**src/rtl/uart_fifo_pkg.sv**
```systemverilog
package uart_fifo_pkg;

  localparam logic [2:0] OFS_DATA = 3'd0;
  localparam logic [2:0] OFS_CTRL = 3'd2;
  localparam logic [2:0] OFS_STAT = 3'd5;

  localparam logic [7:0] CTRL_KEEP = 8'hC9;

  localparam int ST_DR   = 0;
  localparam int ST_OE   = 1;
  localparam int ST_BI   = 4;
  localparam int ST_HOLD = 5;
  localparam int ST_IDLE = 6;

  function automatic logic [4:0] trig_bytes(input logic [1:0] sel);
    case (sel)
      2'd0:    return 5'd1;
      2'd1:    return 5'd4;
      2'd2:    return 5'd8;
      default: return 5'd14;
    endcase
  endfunction

  // A change of the enable bit turns into both flush requests.
  function automatic logic [7:0] ctrl_effective(input logic [7:0] wr, input logic [7:0] cur);
    return wr | (((wr ^ cur) & 8'h01) != 8'h00 ? 8'h06 : 8'h00);
  endfunction

  function automatic logic [7:0] line_status(input logic dr, input logic oe,
                                             input logic bi, input logic idle);
    logic [7:0] s;
    s          = '0;
    s[ST_DR]   = dr;
    s[ST_OE]   = oe;
    s[ST_BI]   = bi;
    s[ST_HOLD] = idle;
    s[ST_IDLE] = idle;
    return s;
  endfunction

endpackage

```
**src/rtl/uart_fifo_ctrl_reg.sv**
```systemverilog
module uart_fifo_ctrl_reg
  import uart_fifo_pkg::*;
(
  input  logic       clk,
  input  logic       rst_n,
  input  logic       wr_stb,
  input  logic [7:0] wdata,
  output logic       fifo_en,
  output logic       dma_mode,
  output logic [1:0] trig_sel,
  output logic       rx_flush,
  output logic       tx_flush
);

  logic [7:0] ctrl_q;
  logic       changed;
  logic [7:0] eff;

  assign changed  = wr_stb && (wdata != ctrl_q);
  assign eff      = ctrl_effective(wdata, ctrl_q);
  assign rx_flush = changed && eff[1];
  assign tx_flush = changed && eff[2];

  always_ff @(posedge clk or negedge rst_n) begin
    if (!rst_n)       ctrl_q <= '0;
    else if (changed) ctrl_q <= wdata & CTRL_KEEP;
  end

  assign fifo_en  = ctrl_q[0];
  assign dma_mode = ctrl_q[3];
  assign trig_sel = ctrl_q[7:6];

endmodule

```
**src/rtl/uart_byte_fifo.sv**
```systemverilog
module uart_byte_fifo #(
  parameter int W           = 8,
  parameter int DEPTH       = 16,
  parameter int DROP_OLDEST = 0
) (
  input  logic                       clk,
  input  logic                       rst_n,
  input  logic                       flush,
  input  logic                       push,
  input  logic [W-1:0]               din,
  input  logic                       pop,
  output logic [W-1:0]               dout,
  output logic [$clog2(DEPTH+1)-1:0] count,
  output logic                       full,
  output logic                       empty,
  output logic                       push_lost
);

  localparam int AW = (DEPTH > 1) ? $clog2(DEPTH) : 1;
  localparam int CW = $clog2(DEPTH + 1);

  logic [W-1:0]  mem [DEPTH];
  logic [AW-1:0] wr_ptr, rd_ptr;
  logic          do_push, do_pop, evict;

  function automatic logic [AW-1:0] ptr_next(input logic [AW-1:0] p);
    return (p == AW'(DEPTH - 1)) ? '0 : p + AW'(1);
  endfunction

  assign full  = (count == CW'(DEPTH));
  assign empty = (count == '0);

  generate
    if (DROP_OLDEST != 0) begin : g_evict
      assign evict = push && full;
    end else begin : g_keep
      assign evict = 1'b0;
    end
  endgenerate

  assign do_pop    = !empty && (pop || evict);
  assign do_push   = push && (!full || do_pop);
  assign push_lost = push && !do_push;
  assign dout      = mem[rd_ptr];

  always_ff @(posedge clk or negedge rst_n) begin
    if (!rst_n) begin
      wr_ptr <= '0;
      rd_ptr <= '0;
      count  <= '0;
    end else if (flush) begin
      wr_ptr <= '0;
      rd_ptr <= '0;
      count  <= '0;
    end else begin
      if (do_push) wr_ptr <= ptr_next(wr_ptr);
      if (do_pop)  rd_ptr <= ptr_next(rd_ptr);
      count <= count + CW'(do_push) - CW'(do_pop);
    end
  end

  always_ff @(posedge clk) begin
    if (do_push && !flush) mem[wr_ptr] <= din;
  end

endmodule

```
**src/rtl/uart_fifo_ctl.sv**
```systemverilog
module uart_fifo_ctl
  import uart_fifo_pkg::*;
#(
  parameter int DEPTH = 16
) (
  input  logic                       clk,
  input  logic                       rst_n,
  input  logic                       reg_wr,
  input  logic                       reg_rd,
  input  logic [2:0]                 reg_addr,
  input  logic [7:0]                 reg_wdata,
  output logic [7:0]                 reg_rdata,
  input  logic                       rx_valid,
  input  logic                       rx_break,
  input  logic [7:0]                 rx_data,
  output logic                       tx_valid,
  output logic [7:0]                 tx_data,
  input  logic                       tx_ready,
  output logic [$clog2(DEPTH+1)-1:0] rx_count,
  output logic [4:0]                 trig_level,
  output logic                       dma_mode
);

  localparam int CW = $clog2(DEPTH + 1);

  // Decoded host accesses
  logic wr_data, wr_ctrl, rd_data, rd_stat;
  assign wr_data = reg_wr && (reg_addr == OFS_DATA);
  assign wr_ctrl = reg_wr && (reg_addr == OFS_CTRL);
  assign rd_data = reg_rd && (reg_addr == OFS_DATA);
  assign rd_stat = reg_rd && (reg_addr == OFS_STAT);

  // Control register
  logic       fifo_en, rx_flush, tx_flush;
  logic [1:0] trig_sel;

  uart_fifo_ctrl_reg u_ctrl (
    .clk      (clk),
    .rst_n    (rst_n),
    .wr_stb   (wr_ctrl),
    .wdata    (reg_wdata),
    .fifo_en  (fifo_en),
    .dma_mode (dma_mode),
    .trig_sel (trig_sel),
    .rx_flush (rx_flush),
    .tx_flush (tx_flush)
  );

  assign trig_level = trig_bytes(trig_sel);

  // Receive side
  logic          rx_event, rx_push, rx_pop, rx_full, rx_empty, rx_lost;
  logic [7:0]    rx_byte, rx_dout;

  assign rx_event = rx_valid || rx_break;
  assign rx_byte  = rx_break ? 8'h00 : rx_data;
  assign rx_push  = fifo_en && rx_event;
  assign rx_pop   = fifo_en && rd_data;

  uart_byte_fifo #(.W(8), .DEPTH(DEPTH), .DROP_OLDEST(0)) u_rx_fifo (
    .clk       (clk),
    .rst_n     (rst_n),
    .flush     (rx_flush),
    .push      (rx_push),
    .din       (rx_byte),
    .pop       (rx_pop),
    .dout      (rx_dout),
    .count     (rx_count),
    .full      (rx_full),
    .empty     (rx_empty),
    .push_lost (rx_lost)
  );

  // Transmit side
  logic          tx_push, tx_pop, tx_full, tx_empty, tx_lost;
  logic [7:0]    tx_dout;
  logic [CW-1:0] tx_count;

  assign tx_push = fifo_en && wr_data;
  assign tx_pop  = fifo_en && tx_ready && !tx_empty;

  uart_byte_fifo #(.W(8), .DEPTH(DEPTH), .DROP_OLDEST(1)) u_tx_fifo (
    .clk       (clk),
    .rst_n     (rst_n),
    .flush     (tx_flush),
    .push      (tx_push),
    .din       (reg_wdata),
    .pop       (tx_pop),
    .dout      (tx_dout),
    .count     (tx_count),
    .full      (tx_full),
    .empty     (tx_empty),
    .push_lost (tx_lost)
  );

  // Single-byte holding registers used with buffering off
  logic [7:0] rx_hold, thr_q;
  logic       thr_full;

  // Line status state and the events that move it
  logic dr_q, oe_q, bi_q;
  logic rx_take, rx_ovr, rx_clear, tx_idle;

  assign rx_take  = rx_event && !rx_flush;
  assign rx_ovr   = fifo_en ? (rx_lost && !rx_flush) : (rx_take && dr_q);
  assign rx_clear = rd_data && (!fifo_en || rx_count <= CW'(1));
  assign tx_idle  = fifo_en ? tx_empty : !thr_full;

  always_ff @(posedge clk or negedge rst_n) begin
    if (!rst_n) begin
      dr_q <= 1'b0;
      oe_q <= 1'b0;
      bi_q <= 1'b0;
    end else begin
      if (rx_flush)      dr_q <= 1'b0;
      else if (rx_take)  dr_q <= 1'b1;
      else if (rx_clear) dr_q <= 1'b0;

      if (rx_flush)                     bi_q <= 1'b0;
      else if (rx_take && rx_break)     bi_q <= 1'b1;
      else if (rd_stat || rx_clear)     bi_q <= 1'b0;

      if (rx_ovr)       oe_q <= 1'b1;
      else if (rd_stat) oe_q <= 1'b0;
    end
  end

  always_ff @(posedge clk or negedge rst_n) begin
    if (!rst_n) begin
      rx_hold  <= '0;
      thr_q    <= '0;
      thr_full <= 1'b0;
    end else begin
      if (rx_flush)                rx_hold <= '0;
      else if (!fifo_en && rx_take) rx_hold <= rx_byte;

      if (tx_flush) begin
        thr_full <= 1'b0;
      end else if (!fifo_en && wr_data) begin
        thr_q    <= reg_wdata;
        thr_full <= 1'b1;
      end else if (!fifo_en && tx_ready) begin
        thr_full <= 1'b0;
      end
    end
  end

  assign tx_valid = fifo_en ? !tx_empty : thr_full;
  assign tx_data  = fifo_en ? tx_dout : thr_q;

  always_comb begin
    case (reg_addr)
      OFS_DATA: reg_rdata = fifo_en ? (rx_empty ? 8'h00 : rx_dout) : rx_hold;
      OFS_STAT: reg_rdata = line_status(dr_q, oe_q, bi_q, tx_idle);
      default:  reg_rdata = 8'h00;
    endcase
  end

endmodule

```
**config.mk**
```make
export PLATFORM = sky130hd
export DESIGN_NAME = uart_fifo_ctl
export DESIGN_NICKNAME = d
export VERILOG_FILES = /design/src/rtl/uart_fifo_pkg.sv /design/src/rtl/uart_fifo_ctrl_reg.sv /design/src/rtl/uart_byte_fifo.sv /design/src/rtl/uart_fifo_ctl.sv
export SDC_FILE = /design/constraint.sdc
export NUM_CORES = 1
export LEC_CHECK = 0
export BUFFER_PORTS_ARGS = -buffer_cell sky130_fd_sc_hd__buf_2
export CAP_MARGIN = 15
export CELL_PAD_IN_SITES_DETAIL_PLACEMENT = 1
export CELL_PAD_IN_SITES_GLOBAL_PLACEMENT = 1
export CORE_ASPECT_RATIO = 0.5
export CORE_MARGIN = 2
export CORE_UTILIZATION = 33
export CTS_CLUSTER_DIAMETER = 60
export DETAILED_ROUTE_END_ITERATION = 8
export MAX_ROUTING_LAYER = met4
export PLACE_DENSITY_LB_ADDON = 0.1
export RECOVER_POWER = 100
export SLEW_MARGIN = 15
export SYNTH_ARGS = -nofsm -noshare
export SYNTH_HDL_FRONTEND = slang
export SYNTH_HIERARCHICAL = 1
export SYNTH_SLANG_ARGS = --single-unit
```
**constraint.sdc**
```tcl
create_clock -name clk -period 4.68 [get_ports clk]
set_input_delay 0 -clock clk [delete_from_list [all_inputs] [get_ports clk]]
set_output_delay 0 -clock clk [all_outputs]
set_load 0.05 [all_outputs]
```
Word level (Yosys, flattened, before mapping)
Memories as Yosys holds them, arrays and structs flattened.
Index checks and enable logic that the tools add are counted.
{"block": "word_totals", "memories": 2, "out_inout_bits": 28, "register_bits": 50, "ram_bits": 256}
{"memory": "u_rx_fifo.mem", "depth": 16, "width": 8, "rd": 1, "rd_clocked_by_memory_dff": 0, "write_ports": 1, "line_no": "uart_byte_fifo.sv:22", "rtl": "logic [W-1:0] mem [DEPTH];"}
{"memory": "u_tx_fifo.mem", "depth": 16, "width": 8, "rd": 1, "rd_clocked_by_memory_dff": 0, "write_ports": 1, "line_no": "uart_byte_fifo.sv:22"}
{"block": "op_classes", "n_eq_ne": 11, "bitwise": 3, "n_reduce_logical": 57, "order_cmp": 1, "muxes": 41, "addsub": 8}
{"operator": "2-to-1 mux 4 bit", "count": 12}
{"operator": "2-to-1 mux 8 bit", "count": 6}
{"operator": "logical AND 1 bit", "count": 28}
{"operator": "2-to-1 mux 1 bit", "count": 18}
{"operator": "adder 4 x 1 -> 4 bit, second input constant", "count": 4}
{"operator": "== test 4 bit, second input constant", "count": 4}
{"operator": "one-hot mux 8 bit (2 select lines)", "count": 1}
{"operator": "one-hot mux 4 bit (3 select lines)", "count": 1}
{"operator": "nonzero test 2 bit", "count": 6}
{"operator": "adder 5 x 1 -> 5 bit", "count": 2}
{"operator": "== test 5 bit, second input constant", "count": 2}
{"operator": "zero test 5 bit", "count": 2}
{"operator": "2-to-1 mux 5 bit", "count": 2}
{"operator": "subtractor 5 x 1 -> 5 bit", "count": 2}
{"operator": "zero test 1 bit", "count": 9}
{"operator": "nonzero test 3 bit", "count": 3}
{"operator": "inequality test 8 bit", "count": 1}
{"operator": "logical OR 1 bit", "count": 6}
{"operator": "<= comparator 5 x 1 -> 1 bit, second input constant", "count": 1}
{"operator": "== test 3 x 2 -> 1 bit, second input constant", "count": 1}
{"operator": "== test 3 bit, second input constant", "count": 1}
{"operator": "zero test 3 bit", "count": 1}
{"operator": "2-to-1 mux 3 bit", "count": 1}
{"operator": "OR 3 bit", "count": 1}
{"operator": "6 further kinds", "count": 6}

Depth between registers and ports, before layout
{"block": "depth", "ltp_word": 11, "mapped_depth": 17, "ltp_nobuf": 17}

Modules after synthesis
Netlist, hierarchy kept.
{"mod": "uart_byte_fifo (u_rx_fifo)", "seq_area_each_um2": 4169.0, "n_inst": 1, "cells_each": 336, "area_per_inst_um2": 5905.7}
{"mod": "uart_byte_fifo (u_tx_fifo)", "seq_area_each_um2": 4169.0, "n_inst": 1, "cells_each": 311, "area_per_inst_um2": 5856.9}
{"mod": "uart_fifo_ctl", "seq_area_each_um2": 500.5, "n_inst": 1, "cells_each": 137, "area_per_inst_um2": 1343.8}
{"mod": "uart_fifo_ctrl_reg", "seq_area_each_um2": 100.1, "n_inst": 1, "cells_each": 11, "area_per_inst_um2": 168.9}

Least setup slack after synthesis
OpenSTA, ideal clock, no wires.
{"block": "synth_timing", "path_type": "register to register", "startpoint": "reg u_tx_fifo.count[3]", "endpoint": "reg u_tx_fifo.count[4]", "slack_ns": 1.593, "synth_period_minus_slack_ns": 3.087, "n_path_buf": 0, "required_ns": 4.546, "setup_ns": 0.134, "stages_incl_launch_ff": 18, "arrival_time_ns": 2.954, "path_cell_list": "dfrtp_1 > inv_1 > ha_1 > or3b_2 > nor2_1 > nor2b_1 > and2_1 > o22ai_4 > inv_1 > ha_1 > inv_1 > ha_1 > inv_1 > fa_1 > nor2b_1 > o21bai_1 > a21oi_1 > nor3b_1"}
{"block": "synth_via", "elab_chain_len": 10, "word_cells_on_any_way": 13, "classes_between": "2 x add/sub; 1 x eq/ne; 1 x mux; 9 x reduce/logical"}
{"element": "start: declaration", "line_no": "uart_byte_fifo.sv:13", "rtl": "output logic [$clog2(DEPTH+1)-1:0] count,"}
{"element": "start signal: assignment", "line_no": "uart_byte_fifo.sv:58", "rtl": "count <= count + CW'(do_push) - CW'(do_pop);"}
{"element": "zero test 5 bit (*)", "line_no": "uart_byte_fifo.sv:31", "rtl": "assign empty = (count == '0);"}
{"element": "net tx_empty", "line_no": "uart_fifo_ctl.sv:75", "rtl": "logic tx_push, tx_pop, tx_full, tx_empty, tx_lost;"}
{"element": "zero test 1 bit (*)", "line_no": "uart_fifo_ctl.sv:80", "rtl": "assign tx_pop = fifo_en && tx_ready && !tx_empty;"}
{"element": "logical AND 1 bit (*)", "line_no": "uart_fifo_ctl.sv:80"}
{"element": "net tx_pop", "line_no": "uart_fifo_ctl.sv:75"}
{"element": "logical OR 1 bit (*)", "line_no": "uart_byte_fifo.sv:41", "rtl": "assign do_pop = !empty && (pop || evict);"}
{"element": "logical AND 1 bit (*)", "line_no": "uart_byte_fifo.sv:41"}
{"element": "logical OR 1 bit", "line_no": "uart_byte_fifo.sv:42", "rtl": "assign do_push = push && (!full || do_pop);"}
{"element": "logical AND 1 bit", "line_no": "uart_byte_fifo.sv:42"}
{"element": "adder 5 x 1 -> 5 bit", "line_no": "uart_byte_fifo.sv:58"}
{"element": "subtractor 5 x 1 -> 5 bit (*)", "line_no": "uart_byte_fifo.sv:58"}
{"element": "2-to-1 mux 5 bit (*)", "line_no": "uart_byte_fifo.sv:51", "rtl": "end else if (flush) begin"}
The timed path passes the listed nets; every way through them passes the cells marked *.
A chain may end at the register's enable or synchronous reset.

Final worst setup path
{"block": "layout_timing", "startpoint": "reg u_rx_fifo.rd_ptr[2]", "endpoint": "out reg_rdata[1]"}
{"block": "layout_via", "elab_chain_len": 4}
{"element": "start: declaration", "line_no": "uart_byte_fifo.sv:23", "rtl": "logic [AW-1:0] wr_ptr, rd_ptr;"}
{"element": "start signal: assignment", "line_no": "uart_byte_fifo.sv:57", "rtl": "if (do_pop) rd_ptr <= ptr_next(rd_ptr);"}
{"element": "memory (16 x 8 bit)"}
{"element": "net rx_dout[1]", "line_no": "uart_fifo_ctl.sv:53", "rtl": "logic [7:0] rx_byte, rx_dout;"}
{"element": "2-to-1 mux 8 bit (2 in a row)", "line_no": "uart_fifo_ctl.sv:153", "rtl": "OFS_DATA: reg_rdata = fifo_en ? (rx_empty ? 8'h00 : rx_dout) : rx_hold;"}
{"element": "one-hot mux 8 bit (2 select lines)", "line_no": "uart_fifo_ctl.sv:152", "rtl": "case (reg_addr)"}
{"element": "end: declaration", "line_no": "uart_fifo_ctl.sv:12", "rtl": "output logic [7:0] reg_rdata,"}
The timed path passes the listed nets, and every way through them passes these cells.

==> results.tsv <==
metric	value	unit
Synth Warn #	6	
gr usage total	16.1	%
Post-Route Setup TNS	0	ps
final setup skew	8.80	ps
final worst-path cycle share	84.0	%
PostCTS Resize Cnt	0	
worst skew pair latency	550	ps
run status	complete, but fails checks	
Final nets	914	
maximum vdd ir drop	0.247	mV
worst-path fanout max	17	
total core area	39200	sq um
# DRC	0	
Post-CTS Setup Inserts	0	
sequential share of power	42.5	%
Hold Path Class	in2reg	
largest net degree at the start of global routing	51	
Final Util	38.3	%
routed len/inst	22.6	microns
CTS Buf Count	29	
Ports	54	
CTS root buf	clkbuf_16	
initial core utilization	33.8	%
CP arrival	3930	ps
final number of setup-violating endpoints	0	
Syn Inst Count	790	
initial antenna violation count	0	
Clk network pwr share	30.4	%
Crit. End Element	output pin	
failing checks	capacitance limit, slew limit	
Post-DRT Antenna Nets	0	
clk buf depth	3	
Via-to-Cell Ratio	4.98	
RePlAce Congestion	0.758	
CP required	4680	ps
pre-CTS setup slack	1260	ps
routed wire length	32.0	mm
via count	7053	
site row count	51	
max-slew violations	152	
Switch Pwr	0.00258	W
fraction of layout cells with a size suffix above 1	15.0	%
Die ar.	41900	sq um
grt ovf	0	
P_int	0.00548	W
critical path launch point type	flip-flop	
RSZ-0062 raised after global routing	no	
syn avg cell area	16.8	sq um
Worst-Margin Slew	3070	ps
Mapped Area	13300	sq um
Worst R2R Setup Slack	830	ps
CTS H-Tree Depth	1	
first-pass GRT wire length	49.2	mm
DP HPWL	21.0	mm
Syn Nets	839	
Leakage Power	5.19	nW
pwr/cell area	536	nW/um^2
CTS tree	done	
Logic pwr share	27.1	%
Reg clk slew, reported paths	70	ps
diode count	0	
First-pass DRT Iterations	4	
Max Clk Rate	254	MHz
Hold Fails Final Rpt	0	
Die Y	146	microns
Layout area overhead	13.5	%
Post-DP Area	14000	sq um
Design Area, Final	15000	sq um
critical path class	reg2out	
vias in the first global route	7609	
Port-buffer cells	52	
relative slew slack	-105	%
Post-CTS Hold Fix Bufs	18	
max_cap viols	6	
Pwr Total	0.00806	W
clk sink count	306	
Final Critical Period	3930	ps
Die X	287	microns
Final WS setup	748	ps
DRC violation total after the first TritonRoute iteration	444	
Switching Fraction	32.0	%
[final cells by class]
cell class              instances  area [sq um]
clock buffers                  43           818
clock inverters                10           163
fillers                      3911         24200
inverters                      22          82.6
multi-input cells             419          3870
flip-flops and latches        306          8940
well taps                     530           663
repair buffers                 87           502
[metal layers]
metal | routed length (microns) | share of wire (%) | GRT usage (%)
met1 | 14800 | 46 | 21.9
met2 | 15300 | 48 | 25.3
met3 | 1230 | 3.8 | 2.84
met4 | 639 | 2.0 | 3.33
met5 | 0 | 0 | -
[stage by stage]
stage | cells | hold WS [ps]
floorplan | 790 | -296
global placement | 1346 | 183
detailed placement | 1346 | 195
CTS | 1417 | 27.1
global route | 1417 | 160
finish | 1417 | 140
[sequential cells by signal, summed over array words and instances, names as in the netlist, 4 cells and up]
| register | flops |
|---|---|
| u_rx_fifo/mem | 128 |
| u_tx_fifo/mem | 128 |
| rx_hold | 8 |
| thr_q | 8 |
| u_rx_fifo/count | 5 |
| u_tx_fifo/count | 5 |
| u_ctrl/ctrl_q | 4 |
| u_rx_fifo/rd_ptr | 4 |
| u_rx_fifo/wr_ptr | 4 |
| u_tx_fifo/rd_ptr | 4 |
| u_tx_fifo/wr_ptr | 4 |
[power by group through the flow]
stage	registers, W	logic [W]	clock network (W)
after CTS	0.00344	0.00226	0.00252
after global placement	0.00350	0.00222	0
after detailed placement	0.00350	0.00224	0
final	0.00343	0.00218	0.00245
after floorplan	0.00341	0.00172	0
after global routing	0.00347	0.00238	0.00264
[cells in the final DEF, fill, tap and decap left out, types with 5 or more instances in the layout]
cell / n
nor2_1: 47
nor3_1: 7
buf_4: 6
mux2i_1: 44
or3_1: 5
nor2b_1: 27
and2_0: 14
inv_1: 22
edfxtp_1: 256
dlygate4sd3_1: 18
clkinvlp_4: 5
and3_1: 5
a21oi_1: 20
nand3_1: 7
mux4_1: 14
buf_2: 19
o21ai_0: 20
mux4_2: 34
clkbuf_16: 29
dfrtp_1: 49
a22oi_1: 24
mux2_1: 6
clkbuf_1: 53
a221oi_1: 8
mux2_2: 12
xor2_1: 7
nand2_1: 29
ha_1: 21
xnor2_1: 6
a221oi_2: 8
[worst paths after layout]
kind / startpoint / end / cells after the start
min in group asynchronous: rst_n / u_rx_fifo/count[1] / 3
setup / recovery: u_rx_fifo/rd_ptr[2] / reg_rdata[1] / 8
hold / removal: reg_addr[2] / bi_q / 4
hold reg to reg: thr_q[4] / thr_q[4] / 1
max in group asynchronous: rst_n / u_rx_fifo/rd_ptr[0] / 3
setup reg to reg: u_ctrl/ctrl_q[0] / u_rx_fifo/count[4] / 10
[worst max-delay path, stage by stage, from the launching register on]
cell and delay [ps]:
dfrtp_1 660, and2_0 1110, a221oi_1 310, o21ai_0 260
nand2_1 170, and3b_1 230, o21ai_0 220, a21oi_1 100
clkbuf_1 300
Note: power is estimated with default switching activity, not from simulation.
